[src/rtl/sr_timer_pkg.sv]
package sr_timer_pkg;

   // Encoding of the freewheeling lead select
   typedef enum logic [1:0] {
      LEAD_SHORT_ALT = 2'd0,
      LEAD_SHORT     = 2'd1,
      LEAD_MID       = 2'd2,
      LEAD_LONG      = 2'd3
   } lead_sel_e;

   // Number of edges needed before two whole periods are known:
   // the first edge only closes a partial phase after reset
   function automatic int lock_edges(input int periods);
      return 2 * periods + 1;
   endfunction

endpackage

[src/rtl/sr_phase_meter.sv]
module sr_phase_meter #(
   parameter int CNT_W        = 12,
   parameter int LOCK_PERIODS = 2
) (
   input  logic             clk,
   input  logic             rst_n,
   input  logic             sync_in,
   output logic             sync_q,
   output logic [CNT_W-1:0] ph_cnt,
   output logic [CNT_W-1:0] hi_len,
   output logic [CNT_W-1:0] lo_len,
   output logic             locked
);
   localparam int               LOCK_N = sr_timer_pkg::lock_edges(LOCK_PERIODS);
   localparam int               EW     = $clog2(LOCK_N + 1);
   localparam logic [CNT_W-1:0] CMAX   = {CNT_W{1'b1}};

   if (LOCK_PERIODS < 1) begin : g_bad_lock
      $error("sr_phase_meter: LOCK_PERIODS must be at least 1");
   end

   logic          edge_now;
   logic [EW-1:0] edge_cnt;

   assign edge_now = sync_in ^ sync_q;
   assign locked   = (edge_cnt == EW'(LOCK_N));

   always_ff @(posedge clk) begin
      if (!rst_n) begin
         sync_q   <= 1'b0;
         ph_cnt   <= '0;
         hi_len   <= '0;
         lo_len   <= '0;
         edge_cnt <= '0;
      end else begin
         sync_q <= sync_in;
         if (edge_now) begin
            ph_cnt <= CNT_W'(1);
            if (sync_in) lo_len <= ph_cnt;
            else         hi_len <= ph_cnt;
            if (edge_cnt != EW'(LOCK_N)) edge_cnt <= edge_cnt + EW'(1);
         end else if (ph_cnt != CMAX) begin
            ph_cnt <= ph_cnt + CNT_W'(1);
         end
      end
   end


   no_overflow_chk: assert property (@(posedge clk) disable iff (!rst_n)
      (ph_cnt == CMAX && !edge_now) |=> (ph_cnt == CMAX));

endmodule

[src/rtl/sr_duty_guard.sv]
module sr_duty_guard #(
   parameter int CNT_W    = 12,
   parameter int DUTY_PCT = 13
) (
   input  logic             clk,
   input  logic             rst_n,
   input  logic [CNT_W-1:0] hi_len,
   input  logic [CNT_W-1:0] lo_len,
   input  logic             locked,
   input  logic             lowduty_en,
   output logic             run
);
   localparam int PW = CNT_W + 8;

   if (DUTY_PCT < 1 || DUTY_PCT > 99) begin : g_bad_pct
      $error("sr_duty_guard: DUTY_PCT must lie in 1..99");
   end

   logic [PW-1:0] hi_scaled;
   logic [PW-1:0] per_scaled;
   logic          too_short;

   assign hi_scaled  = PW'(hi_len) * PW'(100);
   assign per_scaled = (PW'(hi_len) + PW'(lo_len)) * PW'(DUTY_PCT);
   assign too_short  = hi_scaled < per_scaled;
   assign run        = locked && !(lowduty_en && too_short);


   guard_off_chk: assert property (@(posedge clk) disable iff (!rst_n)
      (locked && !lowduty_en) |-> run);

endmodule

[src/rtl/sr_gate_window.sv]
module sr_gate_window #(
   parameter int CNT_W     = 12,
   parameter bit LEVEL     = 1'b1,
   parameter bit HAS_CAP   = 1'b0,
   parameter int CAP_TICKS = 8
) (
   input  logic             clk,
   input  logic             rst_n,
   input  logic             sync_in,
   input  logic             sync_q,
   input  logic             run,
   input  logic [CNT_W-1:0] ph_cnt,
   input  logic [CNT_W-1:0] pred_len,
   input  logic [CNT_W-1:0] lead,
   input  logic             cap_en,
   output logic             gate
);
   localparam int AW = CNT_W + 2;

   if (CAP_TICKS < 1 || CAP_TICKS >= (1 << CNT_W)) begin : g_bad_cap
      $error("sr_gate_window: CAP_TICKS out of range");
   end

   logic          in_phase;
   logic          before_end;
   logic          capped;
   logic [AW-1:0] end_pos;

   // ph_cnt holds (tick index - 1) once the phase is past its first tick
   assign in_phase   = (sync_in == LEVEL) && (sync_q == LEVEL) && (ph_cnt != '0);
   assign end_pos    = AW'(ph_cnt) + AW'(lead) + AW'(1);
   assign before_end = end_pos <= AW'(pred_len);
   assign capped     = HAS_CAP && cap_en && (ph_cnt > CNT_W'(CAP_TICKS));
   assign gate       = run && in_phase && before_end && !capped;

   if (HAS_CAP) begin : g_cap_chk

      min_on_cap_chk: assert property (@(posedge clk) disable iff (!rst_n)
         (cap_en && ph_cnt > CNT_W'(CAP_TICKS)) |-> !gate);
   end

endmodule

[src/rtl/sr_gate_timer.sv]
module sr_gate_timer #(
   parameter int CNT_W        = 12,
   parameter int ANT1         = 4,
   parameter int ANT2_SHORT   = 4,
   parameter int ANT2_MID     = 8,
   parameter int ANT2_LONG    = 12,
   parameter int MIN_ON       = 8,
   parameter int DUTY_PCT     = 13,
   parameter int LOCK_PERIODS = 2
) (
   input  logic       clk,
   input  logic       rst_n,
   input  logic       sync_in,
   input  logic [1:0] ant_sel,
   input  logic       inhibit,
   input  logic       lowduty_en,
   output logic       gate_rect,
   output logic       gate_free,
   output logic       status
);
   import sr_timer_pkg::*;

   localparam int NGATE = 2;

   if (CNT_W < 10) begin : g_bad_width
      $error("sr_gate_timer: CNT_W too small for the slowest period");
   end
   if (ANT1 >= (1 << CNT_W) || ANT2_LONG >= (1 << CNT_W)) begin : g_bad_lead
      $error("sr_gate_timer: lead value does not fit CNT_W");
   end

   logic             sync_q;
   logic             locked;
   logic             run;
   logic [CNT_W-1:0] ph_cnt;
   logic [CNT_W-1:0] hi_len;
   logic [CNT_W-1:0] lo_len;
   logic [CNT_W-1:0] lead2;

   always_comb begin
      case (lead_sel_e'(ant_sel))
         LEAD_MID:  lead2 = CNT_W'(ANT2_MID);
         LEAD_LONG: lead2 = CNT_W'(ANT2_LONG);
         default:   lead2 = CNT_W'(ANT2_SHORT);
      endcase
   end

   sr_phase_meter #(.CNT_W(CNT_W), .LOCK_PERIODS(LOCK_PERIODS)) i_meter (
      .clk(clk), .rst_n(rst_n), .sync_in(sync_in), .sync_q(sync_q),
      .ph_cnt(ph_cnt), .hi_len(hi_len), .lo_len(lo_len), .locked(locked)
   );

   sr_duty_guard #(.CNT_W(CNT_W), .DUTY_PCT(DUTY_PCT)) i_guard (
      .clk(clk), .rst_n(rst_n), .hi_len(hi_len), .lo_len(lo_len),
      .locked(locked), .lowduty_en(lowduty_en), .run(run)
   );

   // index 0: rectifier gate (high phase), index 1: freewheeling gate (low phase)
   logic [CNT_W-1:0] pred_a [NGATE];
   logic [CNT_W-1:0] lead_a [NGATE];
   logic             cap_a  [NGATE];
   logic             gate_a [NGATE];

   assign pred_a[0] = hi_len;
   assign pred_a[1] = lo_len;
   assign lead_a[0] = CNT_W'(ANT1);
   assign lead_a[1] = lead2;
   assign cap_a[0]  = 1'b0;
   assign cap_a[1]  = inhibit;

   for (genvar g = 0; g < NGATE; g++) begin : g_win
      sr_gate_window #(
         .CNT_W(CNT_W), .LEVEL(g == 0), .HAS_CAP(g == 1), .CAP_TICKS(MIN_ON)
      ) i_win (
         .clk(clk), .rst_n(rst_n), .sync_in(sync_in), .sync_q(sync_q),
         .run(run), .ph_cnt(ph_cnt), .pred_len(pred_a[g]), .lead(lead_a[g]),
         .cap_en(cap_a[g]), .gate(gate_a[g])
      );
   end

   assign gate_rect = gate_a[0];
   assign gate_free = gate_a[1];
   assign status    = run;


   no_overlap_chk: assert property (@(posedge clk) disable iff (!rst_n)
      !(gate_rect && gate_free));


   edge_off_chk: assert property (@(posedge clk) disable iff (!rst_n)
      (sync_in != sync_q) |-> (!gate_rect && !gate_free));


   idle_off_chk: assert property (@(posedge clk) disable iff (!rst_n)
      !status |-> (!gate_rect && !gate_free));


   rect_level_chk: assert property (@(posedge clk) disable iff (!rst_n)
      gate_rect |-> (sync_in && sync_q));

endmodule

[config.mk]
export PLATFORM = sky130hd
export DESIGN_NAME = sr_gate_timer
export DESIGN_NICKNAME = d
export VERILOG_FILES = /design/src/rtl/sr_timer_pkg.sv /design/src/rtl/sr_phase_meter.sv /design/src/rtl/sr_duty_guard.sv /design/src/rtl/sr_gate_window.sv /design/src/rtl/sr_gate_timer.sv
export SDC_FILE = /design/constraint.sdc
export NUM_CORES = 1
export LEC_CHECK = 0
export ABC_AREA = 1
export BUFFER_PORTS_ARGS = -buffer_cell sky130_fd_sc_hd__buf_2
export CAP_MARGIN = 20
export CORE_MARGIN = 2
export CORE_UTILIZATION = 41
export DETAILED_ROUTE_END_ITERATION = 10
export PLACE_DENSITY_LB_ADDON = 0.25
export SYNTH_ARGS = -nofsm -noshare
export SYNTH_HDL_FRONTEND = slang
export SYNTH_SLANG_ARGS = --single-unit
export TNS_END_PERCENT = 100
[constraint.sdc]
create_clock -name clk -period 6.4 [get_ports clk]
set_clock_uncertainty 0.1 [all_clocks]
set_input_delay 0.64 -clock clk [delete_from_list [all_inputs] [get_ports clk]]
set_output_delay 0.64 -clock clk [all_outputs]
set_load 0.03 [all_outputs]
After elaboration in Yosys (flattened, before gate mapping)

Cells that the tools add are included.

Register bits after elaboration: 40
Input bits: 7
Output and inout bits: 3
Logic and storage cells: 51

$add $sub $neg: 7
Multipliers: 2
Order comparisons: 4
Eq/ne operators: 5
Mux-type cells: 3
Bitwise gates (word level): 4
Reductions and logical operators: 20

Operator list:

| kind                                                            | number |
|---|---|
| adder 14 x 1 -> 14 bit (second input constant)                  | 2 |
| less-or-equal comparator 14 x 12 -> 1 bit                       | 2 |
| < comparator 19 x 20 -> 1 bit                                   | 1 |
| multiplier 20 x 4 -> 20 bit (second input constant)             | 1 |
| multiplier 12 x 5 -> 17 bit (second input constant)             | 1 |
| adder 12 x 12 -> 13 bit                                         | 1 |
| adder 12 x 3 -> 13 bit (second input constant)                  | 1 |
| adder 12 x 4 -> 13 bit                                          | 1 |
| adder 12 x 1 -> 12 bit (second input constant)                  | 1 |
| greater-than comparator 12 x 4 -> 1 bit (second input constant) | 1 |
| logical AND 1 bit                                               | 12 |
| != test 12 bit (second input constant)                          | 1 |
| nonzero test 12 bit                                             | 1 |
| case mux 4 bit (2 select lines)                                 | 1 |
| AND reduction 2 bit                                             | 3 |
| == test 2 bit (second input constant)                           | 2 |
| adder 3 x 1 -> 3 bit (second input constant)                    | 1 |
| == test 3 bit (second input constant)                           | 1 |
| != test 3 bit (second input constant)                           | 1 |
| NOT 1 bit                                                       | 3 |
| zero test 1 bit                                                 | 2 |
| two-way mux 1 bit                                               | 2 |
| nonzero test 2 bit                                              | 1 |
| OR reduction 2 bit                                              | 1 |
| XOR 1 bit                                                       | 1 |

Depth between registers and ports, before layout

Depth in word-level cells: 9
Depth in mapped cells: 33
Gate-level depth less buffers: 33

Hierarchy

Synthesis repeated with hierarchy kept, for this count alone.

Cells, all modules: 1203
Area total of the unflattened synthesis: 7847.5 um^2

By module, submodules not included:

| module                           | times used | cells each | area each (um^2) | seq. area each (um^2) |
|---|---|---|---|---|
| sr_duty_guard                    | 1          | 456        | 3248.1           | 0.0 |
| sr_phase_meter                   | 1          | 210        | 1661.6           | 800.8 |
| sr_gate_window at g_win[0].i_win | 1          | 265        | 1488.9           | 0.0 |
| sr_gate_window at g_win[1].i_win | 1          | 267        | 1430.1           | 0.0 |
| sr_gate_timer                    | 1          | 5          | 18.8             | 0.0 |

Worst setup path before layout

No wires, ideal clock.

Path type: flip-flop to output port
From: register i_meter.hi_len[0]
To: output port gate_free
Arrival time: 4.851 ns
Required time: 5.660 ns
Slack: 0.809 ns
Cell stages (with the launch flop): 33
Buffers on the path: 0
Cell sequence: dfxtp_1 > ha_1 > inv_1 > fa_1 > o21ai_1 > nand2_1 > nand2_1 > nand2_1 > nand2_1 > nand2_1 > nand2_1 > xor2_1 > inv_1 > ha_1 > inv_1 > fa_1 > inv_1 > ha_1 > a21oi_1 > o21ai_0 > nand2_1 > inv_1 > o21ai_0 > nand2_1 > ha_1 > nand2_1 > nor2_1 > a211oi_1 > nand2_1 > nand2_1 > nand4_1 > nand2_1 > nor2_1

Cells in the longest elaborated chain, start to end: 9
Elaborated cells on any way between the ends: 10
Those cells by class: add/sub: 1; mul: 2; order compare: 1; reduce/logical: 6

RTL lines:

| item                              | line                 | text |
|---|---|---|
| start: declaration                | sr_phase_meter.sv:10 | `output logic [CNT_W-1:0] hi_len,` |
| start signal: assignment          | sr_phase_meter.sv:40 | `else hi_len <= ph_cnt;` |
| adder 12 x 12 -> 13 bit           | sr_duty_guard.sv:24  | `assign per_scaled = (PW'(hi_len) + PW'(lo_len)) * PW'(DUTY_PCT);` |
| multiplier 20 x 4 -> 20 bit       | sr_duty_guard.sv:24  |  |
| < comparator 19 x 20 -> 1 bit *   | sr_duty_guard.sv:25  | `assign too_short = hi_scaled < per_scaled;` |
| logical AND 1 bit *               | sr_duty_guard.sv:26  | `assign run = locked && !(lowduty_en && too_short);` |
| zero test 1 bit *                 | sr_duty_guard.sv:26  |  |
| logical AND 1 bit *               | sr_duty_guard.sv:26  |  |
| logical AND 1 bit * (3 in series) | sr_gate_window.sv:34 | `assign gate = run && in_phase && before_end && !capped;` |
| end: declaration                  | sr_gate_timer.sv:18  | `output logic gate_free,` |

Mark *: on every way between the ends. The rest lies on a longest branch, timed or not.

Final worst setup path

From: register i_meter.hi_len[2]
To: output port gate_rect

Cells in the longest elaborated chain, start to end: 8
Elaborated cells on any way between the ends: 10
Those cells by class: add/sub: 1; mul: 2; order compare: 2; reduce/logical: 5

RTL lines:

| item                          | line                 | text |
|---|---|---|
| adder 12 x 12 -> 13 bit       | sr_duty_guard.sv:24  |  |
| multiplier 20 x 4 -> 20 bit   | sr_duty_guard.sv:24  |  |
| < comparator 19 x 20 -> 1 bit | sr_duty_guard.sv:25  |  |
| logical AND 1 bit             | sr_duty_guard.sv:26  |  |
| zero test 1 bit               | sr_duty_guard.sv:26  |  |
| logical AND 1 bit             | sr_duty_guard.sv:26  |  |
| logical AND 1 bit             | sr_gate_window.sv:34 |  |
| logical AND 1 bit *           | sr_gate_window.sv:34 |  |
| end: declaration              | sr_gate_timer.sv:17  | `output logic gate_rect,` |

Marked as above.

==> metrics.md <==
| Metric | Value |
|---|---|
| Standby leakage power | `3.63 nW` |
| CTS H-tree lvls | `2` |
| Die area | `0.0163 mm^2` |
| Sequential fraction of the synthesis area | `12.8%` |
| Final clock period utilization by the worst path | `94.4%` |
| Asr flop ratio synth | `0%` |
| Number of antenna violations at the first check in global routing | `0` |
| Via count of the first global-routing pass | `5110` |
| Register clock-pin slew on the reported worst setup and hold paths | `60 ps` |
| Post-synth cell types | `36` |
| Placed instance count | `1090` |
| Layout overhead on the synthesized area | `8.43%` |
| Hold Path Cell Cnt | `1` |
| RePlAce Congestion | `0.904` |
| Hold violation total from the final report | `0` |
| Combined global-route utilization of all metal layers | `18.3%` |
| Synthesis-stage register bit count | `40` |
| Category of the worst setup path capture point | `output port` |
| Most used standard cells in the synthesized netlist | `sky130_fd_sc_hd__inv_1 (195), sky130_fd_sc_hd__nand2_1 (151), sky130_fd_sc_hd__ha_1 (137), sky130_fd_sc_hd__a21oi_1 (78), sky130_fd_sc_hd__o21ai_0 (52)` |
| Number of nets in the final layout | `1073` |
| Setup violators final | `0` |
| Hold WC Path Type | `reg -> reg` |
| Critical path launch point type | `flip-flop` |
| Number of cells on the worst reg-to-reg path | `8` |
| Filler-free cell count of the finished design | `1099` |
| Critical register-to-register path startpoint | `i_meter.ph_cnt[0]$_SDFFE_PN0P_` |
| Hold Crit Start | `i_meter.edge_cnt[0]$_SDFFE_PN0P_` |
| R2R Path End | `i_meter.ph_cnt[5]$_SDFFE_PP0P_` |
| Number of cell rows | `45` |
| Layout filler cell count | `1543` |
| Crit-path leading delay family | `adder cells` |
| Max stage delay on crit path | `490 ps` |
| Total half-perimeter wirelength after legalization and detailed placement | `12.4 mm` |
| Max Clock Freq | `0.166 GHz` |
| Worst-case clock buffer depth | `2` |
| Minimum clock period | `6040 ps` |
| Antenna diode instance count | `0` |
| Register-to-register path setup slack | `4370 ps` |
| Remaining global-route overflow | `0` |
| Number of synthesized flops with an enable pin | `0` |
| Min-Delay Endpoint | `i_meter.edge_cnt[0]$_SDFFE_PN0P_` |
| Crit-path max FO | `6` |
| Routed len/inst | `13.3 um` |
| Final Max Tran Viols | `0` |
| Number of buffers created by CTS | `5` |
| Slowest stage cell on the critical path | `sky130_fd_sc_hd__fa_1` |
| Cell area power density | `163 mW/mm^2` |
| Clock sink total | `40` |
| Wire length of the first global-routing pass | `24.3 mm` |
| 1st-iter DRT viols | `244` |
| Worst slack, placed | `292 ps` |
| Primary flip-flop cell chosen by synthesis mapping | `sky130_fd_sc_hd__dfxtp_1` |
| Arr. time, crit path | `5300 ps` |
| Vias per inst | `4.91` |
| Wire length reported by the detailed router | `14.6 mm` |
| Library cell with the highest instance count after synthesis | `sky130_fd_sc_hd__inv_1` |
| Vert. Die Dim | `128 um` |
| Maximum number of pins on one net before global-route repair | `30` |
| Clock tree from TritonCTS | `built` |
| Data required, critical path | `5660 ps` |
| Category of the most critical setup path | `reg -> out` |
| Synth warn | `0` |
| Largest area contributor in the synthesized netlist | `sky130_fd_sc_hd__ha_1` |
| Hold buffer count at CTS | `0` |
| Starting utilization of the core area | `41.6%` |
| Root buffer cell | `sky130_fd_sc_hd__clkbuf_16` |
| Synthesized netlist cell count | `898` |
| Headroom to the max-slew limit | `45.3%` |
| Final critical-path setup slack | `358 ps` |
| Transition time of the tightest slew-check pin | `821 ps` |
| Cell area after synthesis | `0.00626 mm^2` |
| Drc violations | `0` |
| Synthesized Nets | `1061` |
| Max_cap viols | `0` |
| Final core occ | `45.2%` |
| Worst VDD drop | `0.134 mV` |
| Clock latency on the worst-skew pair | `280 ps` |
| Total Power Consumption | `1.11 mW` |
| Dominant cells by area after synthesis | `sky130_fd_sc_hd__ha_1 (27%), sky130_fd_sc_hd__dfxtp_1 (13%), sky130_fd_sc_hd__inv_1 (12%)` |
| Die width | `128 um` |
| Total via count in the routed design | `5397` |
| Remaining antenna violation count after routing | `0` |
| Area of the core region | `0.0150 mm^2` |
| Average instance area after synthesis | `6.97 um^2` |
| Ports placed on the boundary | `10` |
| Most numerous cell on the critical path | `sky130_fd_sc_hd__nand2_1` |
| Count of buffers from port buffering | `9` |
| Buffering stage count on the worst path with inverters included | `4` |
| Run status | `finished clean` |
| Share of final-layout standard cells stronger than drive strength 1 | `6.26%` |
| Portion of synthesized cell area occupied by the leading cell type | `27.4%` |
| Drt first pass iters | `5` |
worst max-delay path by stage:
stage                                    from        end  slack (ps)  cells after the start
3_5_place_dp   i_meter.lo_len[0]$_SDFFE_PN0P_  gate_free         290                     30
6_report       i_meter.hi_len[2]$_SDFFE_PN0P_  gate_rect         360                     29
2_1_floorplan  i_meter.hi_len[0]$_SDFFE_PN0P_  gate_free         810                     32
3_3_place_gp   i_meter.lo_len[0]$_SDFFE_PN0P_  gate_free         390                     34
5_1_grt        i_meter.lo_len[0]$_SDFFE_PN0P_  gate_free         -40                     32
4_1_cts        i_meter.hi_len[2]$_SDFFE_PN0P_  gate_free          30                     29
layer usage:
| metal | routed length [um] | vias to the layer above | GRT usage (%) |
|---|---|---|---|
| li1 | - | 2905 | - |
| met1 | 7070 | 2365 | 25.0 |
| met4 | 210 | 0 | 4.27 |
| met3 | 479 | 15 | 1.30 |
| met5 | 0 | - | 0 |
| met2 | 6880 | 112 | 31.4 |
final cells by class:
cell class | instances | area [um^2] | share of cell area, %
clock buffer | 5 | 125 | 1.84
clock inverter | 3 | 42.5 | 0.627
inverter | 196 | 736 | 10.8
multi-input combinational | 652 | 4750 | 70.0
sequential | 40 | 806 | 11.9
tap | 188 | 235 | 3.47
timing repair buffer | 15 | 90.1 | 1.33
metrics by stage:
step                      hold slack (ps)  setup TNS, ps  cell area (um^2)
after global placement                378              0              6530
after CTS                             401              0              6700
final                                 397              0              6790
after detailed placement              385              0              6530
after global routing                  440           -108              6790
after floorplan                       351              0              6260
state kept, by name (all words and copies together) (netlist names):
name / cells
i_meter.edge_cnt: 3
i_meter.hi_len: 12
i_meter.lo_len: 12
i_meter.ph_cnt: 12
i_meter.sync_q: 1
logic make-up (layout without fill, tap and decap cells):
group,after synthesis,after routing,synth area share [%]
compound gates,158,158,13.5
buf+inv,206,219,12.5
fa+ha+maj,156,156,33.5
simple gates,276,276,19.1
xor+xnor,62,62,8.67
flops,40,40,12.8
timing repair:
item,in CTS,in global routing
endpoints found under the setup margin,3,3
pin swaps,0,5
resized for setup,1,21
cloned,0,0
setup buffers,0,1
power breakdown:
part | switching (mW) | internal (mW)
logic | 0.331 | 0.212
clock network | 0.104 | 0.183
registers | 0.0150 | 0.261
layout by cell type (no fill, tap or decap), types with 5 or more instances in the layout:
cell type	synthesis	final
sky130_fd_sc_hd__xnor2_1	23	23
sky130_fd_sc_hd__nand3_1	38	38
sky130_fd_sc_hd__nand2_1	151	150
sky130_fd_sc_hd__buf_2	0	9
sky130_fd_sc_hd__nor2_1	45	44
sky130_fd_sc_hd__clkbuf_16	0	5
sky130_fd_sc_hd__nand4_1	9	9
sky130_fd_sc_hd__o21ai_0	52	50
sky130_fd_sc_hd__a21oi_1	78	74
sky130_fd_sc_hd__inv_1	195	195
sky130_fd_sc_hd__fa_1	19	18
sky130_fd_sc_hd__buf_4	2	6
sky130_fd_sc_hd__xor2_1	39	37
sky130_fd_sc_hd__o21ai_1	5	5
sky130_fd_sc_hd__nor2_2	5	6
sky130_fd_sc_hd__ha_1	137	133
sky130_fd_sc_hd__nor3_1	12	12
sky130_fd_sc_hd__dfxtp_1	40	36
worst register-to-register path: stages (launching register included):
cell	delay [ps]
sky130_fd_sc_hd__dfxtp_1	560
sky130_fd_sc_hd__ha_1	460
sky130_fd_sc_hd__nand2_1	150
sky130_fd_sc_hd__nor2_1	220
sky130_fd_sc_hd__inv_1	100
sky130_fd_sc_hd__nand4_1	140
sky130_fd_sc_hd__o21ai_0	90
sky130_fd_sc_hd__nand3_1	80
sky130_fd_sc_hd__inv_1	40
Power figures use the tool's default switching activity.
